### src/rtl/pcl_pkg.sv
package pcl_pkg;
    typedef enum logic [1:0] {
        UPD_HOLD   = 2'd0,
        UPD_LOAD   = 2'd1,
        UPD_COMMIT = 2'd2,
        UPD_STEP   = 2'd3
    } upd_e;

    localparam logic [1:0] SEL_LOW  = 2'd0;
    localparam logic [1:0] SEL_HI   = 2'd1;
    localparam logic [1:0] SEL_UP   = 2'd2;
endpackage

### src/rtl/pcl_arbiter.sv
module pcl_arbiter
    import pcl_pkg::*;
(
    input  logic ld_req,
    input  logic commit_req,
    input  logic step_req,
    output upd_e upd
);
    // load beats commit, commit beats step
    always_comb begin
        if (ld_req)          upd = UPD_LOAD;
        else if (commit_req) upd = UPD_COMMIT;
        else if (step_req)   upd = UPD_STEP;
        else                 upd = UPD_HOLD;
    end
endmodule

### src/rtl/pcl_latches.sv
module pcl_latches #(
    parameter int BYTE_W = 8,
    parameter int UP_W   = 5
) (
    input  logic              clk,
    input  logic              rst_n,
    input  logic              wr_hi,
    input  logic              wr_up,
    input  logic              snap,
    input  logic [BYTE_W-1:0] wdata,
    input  logic [BYTE_W-1:0] pc_hi,
    input  logic [UP_W-1:0]   pc_up,
    output logic [BYTE_W-1:0] hi_q,
    output logic [UP_W-1:0]   up_q
);
    always_ff @(posedge clk) begin
        if (!rst_n) begin
            hi_q <= '0;
            up_q <= '0;
        end else if (snap) begin
            hi_q <= pc_hi;
            up_q <= pc_up;
        end else begin
            if (wr_hi) hi_q <= wdata;
            if (wr_up) up_q <= wdata[UP_W-1:0];
        end
    end

    a_r6_snapshot: assert property (@(posedge clk) disable iff (!rst_n)
        snap |=> (hi_q == $past(pc_hi)) && (up_q == $past(pc_up)));

    a_r7_latches_hold: assert property (@(posedge clk) disable iff (!rst_n)
        (!snap && !wr_hi && !wr_up) |=> $stable(hi_q) && $stable(up_q));
endmodule

### src/rtl/pcl_counter.sv
module pcl_counter
    import pcl_pkg::*;
#(
    parameter int PC_W   = 21,
    parameter int BYTE_W = 8,
    parameter int UP_W   = PC_W - 2*BYTE_W
) (
    input  logic              clk,
    input  logic              rst_n,
    input  upd_e              upd,
    input  logic [PC_W-1:0]   ld_target,
    input  logic [BYTE_W-1:0] wdata,
    input  logic [BYTE_W-1:0] hi_q,
    input  logic [UP_W-1:0]   up_q,
    output logic [PC_W-1:0]   pc_q
);
    localparam logic [PC_W-1:0]   STEP    = PC_W'(2);
    localparam logic [PC_W-1:0]   LSB_CLR = ~PC_W'(1);
    localparam logic [BYTE_W-1:0] BYTE_CLR = ~BYTE_W'(1);

    logic [PC_W-1:0] pc_d;

    always_comb begin
        unique case (upd)
            UPD_LOAD:   pc_d = ld_target & LSB_CLR;
            UPD_COMMIT: pc_d = {up_q, hi_q, wdata & BYTE_CLR};
            UPD_STEP:   pc_d = pc_q + STEP;
            default:    pc_d = pc_q;
        endcase
    end

    always_ff @(posedge clk) begin
        if (!rst_n) pc_q <= '0;
        else        pc_q <= pc_d;
    end

    a_r2_lsb_zero: assert property (@(posedge clk) disable iff (!rst_n)
        pc_q[0] == 1'b0);

    a_r3_step: assert property (@(posedge clk) disable iff (!rst_n)
        (upd == UPD_STEP) |=> pc_q == $past(pc_q) + STEP);

    a_r5_commit: assert property (@(posedge clk) disable iff (!rst_n)
        (upd == UPD_COMMIT) |=> (pc_q[PC_W-1:2*BYTE_W] == $past(up_q)) &&
                                (pc_q[2*BYTE_W-1:BYTE_W] == $past(hi_q)));

    a_r7_load: assert property (@(posedge clk) disable iff (!rst_n)
        (upd == UPD_LOAD) |=> pc_q[PC_W-1:1] == $past(ld_target[PC_W-1:1]));

    a_r8_hold: assert property (@(posedge clk) disable iff (!rst_n)
        (upd == UPD_HOLD) |=> $stable(pc_q));
endmodule

### src/rtl/pcl_unit.sv
module pcl_unit
    import pcl_pkg::*;
#(
    parameter int PC_W   = 21,
    parameter int BYTE_W = 8
) (
    input  logic              clk,
    input  logic              rst_n,
    input  logic [1:0]        reg_sel,
    input  logic              reg_wr,
    input  logic              reg_rd,
    input  logic [BYTE_W-1:0] reg_wdata,
    output logic [BYTE_W-1:0] reg_rdata,
    input  logic              ld_valid,
    input  logic [PC_W-1:0]   ld_target,
    input  logic              adv,
    output logic [PC_W-1:0]   pc
);
    localparam int HI_LSB = BYTE_W;
    localparam int UP_LSB = 2*BYTE_W;
    localparam int UP_W   = PC_W - UP_LSB;

    logic              low_wr, low_rd, hi_wr, up_wr;
    logic [BYTE_W-1:0] hi_q;
    logic [UP_W-1:0]   up_q;
    upd_e              upd;

    // a write strobe masks a simultaneous read
    assign low_wr = reg_wr && (reg_sel == SEL_LOW);
    assign hi_wr  = reg_wr && (reg_sel == SEL_HI);
    assign up_wr  = reg_wr && (reg_sel == SEL_UP);
    assign low_rd = reg_rd && !reg_wr && (reg_sel == SEL_LOW);

    pcl_arbiter u_arb (
        .ld_req     (ld_valid),
        .commit_req (low_wr),
        .step_req   (adv),
        .upd        (upd)
    );

    pcl_latches #(.BYTE_W(BYTE_W), .UP_W(UP_W)) u_lat (
        .clk   (clk),
        .rst_n (rst_n),
        .wr_hi (hi_wr),
        .wr_up (up_wr),
        .snap  (low_rd),
        .wdata (reg_wdata),
        .pc_hi (pc[UP_LSB-1:HI_LSB]),
        .pc_up (pc[PC_W-1:UP_LSB]),
        .hi_q  (hi_q),
        .up_q  (up_q)
    );

    pcl_counter #(.PC_W(PC_W), .BYTE_W(BYTE_W), .UP_W(UP_W)) u_cnt (
        .clk       (clk),
        .rst_n     (rst_n),
        .upd       (upd),
        .ld_target (ld_target),
        .wdata     (reg_wdata),
        .hi_q      (hi_q),
        .up_q      (up_q),
        .pc_q      (pc)
    );

    // read mux, upper latch zero-extended, code 3 reads zero
    always_comb begin
        unique case (reg_sel)
            SEL_LOW: reg_rdata = pc[BYTE_W-1:0];
            SEL_HI:  reg_rdata = hi_q;
            SEL_UP:  reg_rdata = {{(BYTE_W-UP_W){1'b0}}, up_q};
            default: reg_rdata = '0;
        endcase
    end

    a_r4_latch_wr_no_pc: assert property (@(posedge clk) disable iff (!rst_n)
        (reg_wr && reg_sel != SEL_LOW && !ld_valid && !adv) |=> $stable(pc));

    a_r1_reset: assert property (@(posedge clk)
        !rst_n |=> (pc == '0) && (hi_q == '0) && (up_q == '0));
endmodule

### config.mk
export PLATFORM = sky130hd
export DESIGN_NAME = pcl_unit
export DESIGN_NICKNAME = d
export VERILOG_FILES = /design/src/rtl/pcl_pkg.sv /design/src/rtl/pcl_arbiter.sv /design/src/rtl/pcl_latches.sv /design/src/rtl/pcl_counter.sv /design/src/rtl/pcl_unit.sv
export SDC_FILE = /design/constraint.sdc
export NUM_CORES = 1
export LEC_CHECK = 0
export ABC_AREA = 1
export BUFFER_PORTS_ARGS = -buffer_cell sky130_fd_sc_hd__buf_2
export CAP_MARGIN = 20
export CELL_PAD_IN_SITES_DETAIL_PLACEMENT = 0
export CELL_PAD_IN_SITES_GLOBAL_PLACEMENT = 1
export CORE_MARGIN = 3
export CORE_UTILIZATION = 30
export CTS_CLUSTER_SIZE = 25
export DETAILED_ROUTE_END_ITERATION = 10
export HOLD_SLACK_MARGIN = 0.02
export PLACE_DENSITY_LB_ADDON = 0.1
export SLEW_MARGIN = 0
export SYNTH_ARGS = -nofsm -noshare
export SYNTH_HDL_FRONTEND = slang
export SYNTH_SLANG_ARGS = --single-unit
### constraint.sdc
create_clock -name clk -period 1.5 [get_ports clk]
set_clock_uncertainty 0.2 [all_clocks]
set_input_delay 0.3 -clock clk [delete_from_list [all_inputs] [get_ports clk]]
set_output_delay 0.3 -clock clk [all_outputs]
set_load 0.05 [all_outputs]
==> results of run 1 <==
[logic make-up (layout without fill, tap and decap cells)]
family	Yosys count	after routing	synth area share (%)
AO/OA/AOI/OAI	88	88	20.9
adder cells (fa/ha/maj)	1	1	0.536
buffers and inverters	60	176	11.3
flip-flops	33	33	28.3
other	1	1	0.161
AND/OR/NAND/NOR	203	203	38.8
[state kept, by name, indices dropped and copies added (netlist names)]
| name | cells |
|---|---|
| u_cnt.pc_q | 20 |
| u_lat.hi_q | 8 |
| u_lat.up_q | 5 |
[layout by cell type, fill, tap and decap left out, types with 14 or more instances in the layout]
| cell type | instances |
|---|---|
| a21oi_1 | 25 |
| nand2_1 | 101 |
| buf_4 | 55 |
| a31oi_1 | 14 |
| o21ai_0 | 25 |
| nand3_1 | 26 |
| buf_6 | 17 |
| nor2_4 | 14 |
| inv_1 | 35 |
| nor2_1 | 37 |
| buf_2 | 38 |
[report_power, final]
part	leakage, uW	total, uW	internal [uW]	switching, uW
clock network	0.0000482	705	322	382
registers	0.000283	1020	936	83.8
logic	0.00132	946	378	568
[what timing repair did]
item,CTS,global route
gates cloned,0,0
endpoints found under the setup margin,34,30
hold buffers,0,0
resized for setup,68,29
buffers inserted,11,1
pin swaps,8,10
[cell type report]
| class | count | area share, % |
|---|---|---|
| multi-input combinational | 293 | 43.5 |
| timing repair buffer | 121 | 26.3 |
| sequential | 33 | 19.2 |
| inverter | 47 | 5.40 |
| tap | 99 | 3.30 |
| clock buffer | 5 | 1.83 |
| clock inverter | 3 | 0.433 |
[worst max-delay path, cell delays in order (launching register included)]
cell and delay, ns:
dfxtp_4 0.37, inv_4 0.05, buf_6 0.11, o221ai_4 0.13, buf_6 0.18
[metal layers]
layer | part of all wire, % | vias up | GRT usage (%)
met5 | 0 | - | 0
met4 | 0.84 | 0 | 4.45
met3 | 5.2 | 7 | 3.21
met2 | 45 | 86 | 33.3
met1 | 49 | 1393 | 31.4
li1 | - | 1490 | -
[per-stage QoR]
| stage | std cells | hold WS, ns | setup slack, ns | area [sq um] |
|---|---|---|---|---|
| after floorplan | 386 | 0.241 | -0.218 | 2510 |
| after global placement | 582 | 0.265 | -0.270 | 3290 |
| after detailed placement | 582 | 0.271 | -0.268 | 3290 |
| after CTS | 600 | 0.0466 | -0.142 | 3640 |
| after global routing | 601 | 0.0571 | -0.241 | 3760 |
| final | 601 | 0.0517 | -0.142 | 3760 |
[how the worst max path moves through the flow]
stage                       start              to  slack (ns)
detailed placement     reg_sel[0]    reg_rdata[3]       -0.27
floorplan              reg_sel[0]    reg_rdata[2]       -0.22
CTS                 u_cnt.pc_q[1]  u_cnt.pc_q[19]       -0.14
finish              u_cnt.pc_q[1]    reg_rdata[1]       -0.14
global placement       reg_sel[0]    reg_rdata[3]       -0.27
global route        u_cnt.pc_q[1]  u_cnt.pc_q[19]       -0.24
==> impl_metrics.ini, run 1 <==
[run_status]
status = finished with violations
failed_checks = negative setup slack

[yosys]
synth_flop_cell = dfxtp_1
syn_avg_cell_area_sq_um = 6.05
syn-instance-count = 386
synth.area.top_cells = dfxtp_1, nand2_1, inv_1
synth_top_area_share_pct = 28.3
synth_fp_nets = 424
ys_warn_count = 0
synth-seq-area-share_pct = 28.3
ys_types = 29
synth_top_area_cell = dfxtp_1
netlist_area_sq_mm = 0.00234
synth_most_common_cell = nand2_1
synthTopCellsByCount = nand2_1, inv_1, nor2_1
synth_edf_count = 0
async_flop_share_pct = 0
postSynthRegisterBits = 33

[drt]
drc = 0
dr.pass1.iters = 5
dr_total_vias = 2976
viasPerCell = 4.95
ant_nets = 0
drtIter0Drc = 196
wl_per_cell_microns = 15.5
routed_wl_mm = 9.34

[timing]
setup_viol = 17
fin_ws_ns = -0.142
slew_viol_final = 0
worstMarginPinSlew_ns = 0.499
finalHoldViolCount = 0
relSlewSlack_pct = 66.7
fin_crit_sh_pct = 109
rsz0062_at_grt = yes
fin_tns_setup_ns = -1.41
fin_crit_ns = 1.64
fmax_mhz = 609

[global_routing]
track_usage_pct = 21.5
grt_max_degree = 16
grt_antenna_before_repair = 0
grt_pass1_wl_mm = 14.5
overflow = 0
grt_pass1_vias = 2735

[power]
power.total_uw = 2670
p_leak_uw = 0.00166
ir_drop_mv = 0.295
power_density_mw_per_mm2 = 711

[clock_network]
cts_buffers = 5
tritoncts = built
cts-root-buf = clkbuf_8
worst_skew_pair.late_latency_ns = 0.30
clkTransAtPathRegs_ns = 0.08
cts_num_sinks = 33
h-tree-depth = 2
clock_path_buffers = 2

[floorplanning]
rows = 31
die_h_microns = 94.2
die_w_microns = 94.2
die_area_sq_mm = 0.00888
initial_core_util_pct = 31.5
coreArea_sq_mm = 0.00741
num_io_pins = 66

[critical_path]
ff2ff_path_depth = 9
required_ns = 1.00
reg2reg_from = u_cnt.pc_q[2]
endpoint_kind = primary output
path_max_fanout = 3
cp.arrival_ns = 1.14
r2r_end = u_cnt.pc_q[16]
path_class = flip-flop to primary output
critPathLaunchType = flip-flop
reg2reg_slack_ns = -0.11

[min_path]
holdPathEnd = u_cnt.pc_q[3]
hp-start = ld_target[3]
holdPathStages = 3
hold_path_class = primary input to flip-flop

[finish]
finalNetCount = 539
fin_util_pct = 50.7
diodes = 0
multiInputGateArea_sq_mm = 0.00164
n_fill_cell = 773
drive_above_1_share_pct = 41.4
regArea_sq_um = 719
area_growth_pct = 60.8

[placement]
portBuffers = 63
gp_congestion = 0.823
dp_hpwl_mm = 7.24

[job]
max-cap-violations = 0
(Power assumes the default switching activity.)
==> run 2: changes to the inputs <==
--- a/config.mk
+++ b/config.mk
@@ -19,4 +19,5 @@
 export SLEW_MARGIN = 0
 export SYNTH_ARGS = -nofsm -noshare
 export SYNTH_HDL_FRONTEND = slang
+export SYNTH_HIERARCHICAL = 1
 export SYNTH_SLANG_ARGS = --single-unit
==> run 2 against run 1 <==
  * Sequential power barely moved
  * Clock power barely moved
  * Combinational power rose by 22%
  * Area after synthesis rose by 7.0%
  * Sequential share of layout area fell by 2.4 points
  * Highest routed layer unchanged
  * Final cell count rose by 1.3%
  * The flow still finishes with violations (negative setup slack)
  * Global-route usage fell by 0.73 points
  * Critical path depth rose by 7
==> impl_metrics.ini, run 2 <==
[run_status]
status = finished with violations
failed_checks = negative setup slack

[timing]
setup_viol = 26
slew_viol_final = 0
fin_crit_sh_pct = 105
fin_tns_setup_ns = -1.01
finalHoldViolCount = 0
rsz0062_at_grt = yes
fin_crit_ns = 1.58
fin_ws_ns = -0.0755
fmax_mhz = 635

[finish]
design_area_sq_mm = 0.00427
drive_above_1_share_pct = 55.8
mostFrequentLayoutCells = nand2_1, buf_4, nand3_1
largest_reg_flops = 20
top_register = u_cnt/pc_q
top_regs = u_cnt/pc_q (20), u_lat/hi_q (8), u_lat/up_q (5)
layout_commonest_cell = nand2_1
finalNetCount = 545
diodes = 0
area_growth_pct = 70.9

[clock_network]
tritoncts = built
cts-root-buf = clkbuf_8
clock_path_buffers = 2
h-tree-depth = 2
worst_skew_pair.late_latency_ns = 0.29
clkTransAtPathRegs_ns = 0.07
cts_num_sinks = 33
hold_buffers = 0
cts_buffers = 5

[yosys]
synth_compound_area_share_pct = 19.1
synth_edf_count = 0
synth_top_area_cell = dfxtp_1
syn_avg_cell_area_sq_um = 6.60
synth-xor-area-share_pct = 0
synth_flop_cell = dfxtp_1
postSynthRegisterBits = 33
synthAdderAreaFrac_pct = 0.501
ys_types = 35
synth-seq-area-share_pct = 26.4
synth.area.top_cells = dfxtp_1, nand2_1, nand3_1
synthMuxAreaShare_pct = 0
synthSimpleGateAreaFrac_pct = 41.3
synth_top_area_share_pct = 26.4
synth_most_common_cell = nand2_1
netlist_area_sq_mm = 0.00250
syn-instance-count = 379
ys_warn_count = 6
synth_top_family_by_area = simple AND/OR/NAND/NOR gates
synth_fp_nets = 417
synthTopCellsByCount = nand2_1, nand3_1, inv_1
async_flop_share_pct = 0

[critical_path]
cp_num_cells = 11
r2r_end = u_cnt/pc_q[16]
reg2reg_from = u_cnt/pc_q[2]
cp-endpoint = u_cnt/pc_q[12]
endpoint_kind = flip-flop
path_buf_inv = 5
cp_top_family = buffers and inverters
crit_chain = buf_8, nor2_4, inv_2, nor2_4, nor2_2, nor2_2, buf_6, inv_16, buf_12, a221oi_2, a21oi_1
crit_start = reg_sel[0]
path_max_fanout = 11
cp.arrival_ns = 1.54
path_class = primary input to flip-flop
cpPeakStageDelay_ns = 0.27
ff2ff_path_depth = 9
critPathSlowestCell = a221oi_2
required_ns = 1.47
critPathLaunchType = primary input
reg2reg_slack_ns = -0.06

[global_routing]
grt_antenna_before_repair = 0
grt_pass1_wl_mm = 15.5
grt_pass1_vias = 2864
track_usage_pct = 20.8
overflow = 0
grt_max_degree = 34

[placement]
place_ws_ns = -0.524
dpl-instance-area_sq_mm = 0.00331
dp_hpwl_mm = 7.53
portBuffers = 63
gp_congestion = 0.814

[floorplanning]
coreArea_sq_mm = 0.00789
initial_core_util_pct = 31.7
die_h_microns = 97.3
rows = 32
num_io_pins = 66
die_area_sq_mm = 0.00946
die_w_microns = 97.3

[power]
ir_drop_mv = 0.418
power_density_mw_per_mm2 = 672
power.total_uw = 2870
p_leak_uw = 0.00199

[drt]
dr_total_vias = 3040
dr.pass1.iters = 4
ant_nets = 0
drtIter0Drc = 143
wl_per_cell_microns = 16.7
viasPerCell = 4.99
routed_wl_mm = 10.1
drc = 0

[min_path]
hold_path_class = primary input to flip-flop
hp-start = ld_target[2]

[job]
max-cap-violations = 0
-- run 2: layout make-up --
type / count / area, sq um
Clock buffer: 7 / 86.3
Fill cell: 794 / 3610
Inverter: 44 / 211
Multi-Input combinational cell: 285 / 1920
Sequential cell: 33 / 714
Tap cell: 102 / 128
Timing Repair Buffer: 138 / 1210
-- run 2: cell families after synthesis --
group | count (synthesis)
buf+inv | 61
flops | 33
other cells | 1
compound gates | 72
simple gates | 211
fa+ha+maj | 1
-- run 2: how the worst min path moves through the flow --
stage	to	slack, ns	cells past startpoint
final	u_cnt/pc_q[2]	0.07	3
after global routing	u_cnt/pc_q[1]	0.07	3
after CTS	u_cnt/pc_q[2]	0.07	3
after detailed placement	u_cnt/pc_q[9]	0.30	2
after global placement	u_cnt/pc_q[9]	0.29	2
after floorplan	u_lat/hi_q[3]	0.20	2
-- run 2: power breakdown --
part / switching [uW] / internal, uW
clock network: 340 / 365
registers: 80.4 / 942
logic: 656 / 489
-- run 2: per-stage QoR --
step / utilization [%] / instances / hold slack (ns)
after floorplan: - / 379 / 0.198
after global placement: 42.0 / 580 / 0.289
after detailed placement: 42.0 / 580 / 0.297
after CTS: 50.5 / 601 / 0.0742
after global routing: 54.2 / 609 / 0.0683
final: 54.2 / 609 / 0.0740
-- run 2: worst register-to-register path: stages, from the launching register on --
cell and delay, ns:
dfxtp_2 0.35, buf_6 0.14, nand2_4 0.05, nor2_4 0.16, nand2_4 0.09, nor2_4 0.15, nand2_1 0.07, nand2_1 0.07
nand3_2 0.09, a21oi_2 0.12
-- run 2: metal layers --
layer  vias to the layer above  part of all wire, %  track usage, %
met2                        99                   49            35.2
li1                       1529                    -               -
met3                         2                  6.2            3.88
met5                         -                    0               0
met1                      1410                   45            28.0
met4                         0                 0.36            3.19
-- run 2: timing repair --
| action | 4_1_cts | 5_1_grt |
|---|---|---|
| buffers inserted | 15 | 8 |
| endpoints found under the setup margin | 43 | 46 |
| pin swaps | 24 | 9 |
| hold endpoints to repair | 0 | 0 |
| gates resized for setup | 150 | 61 |
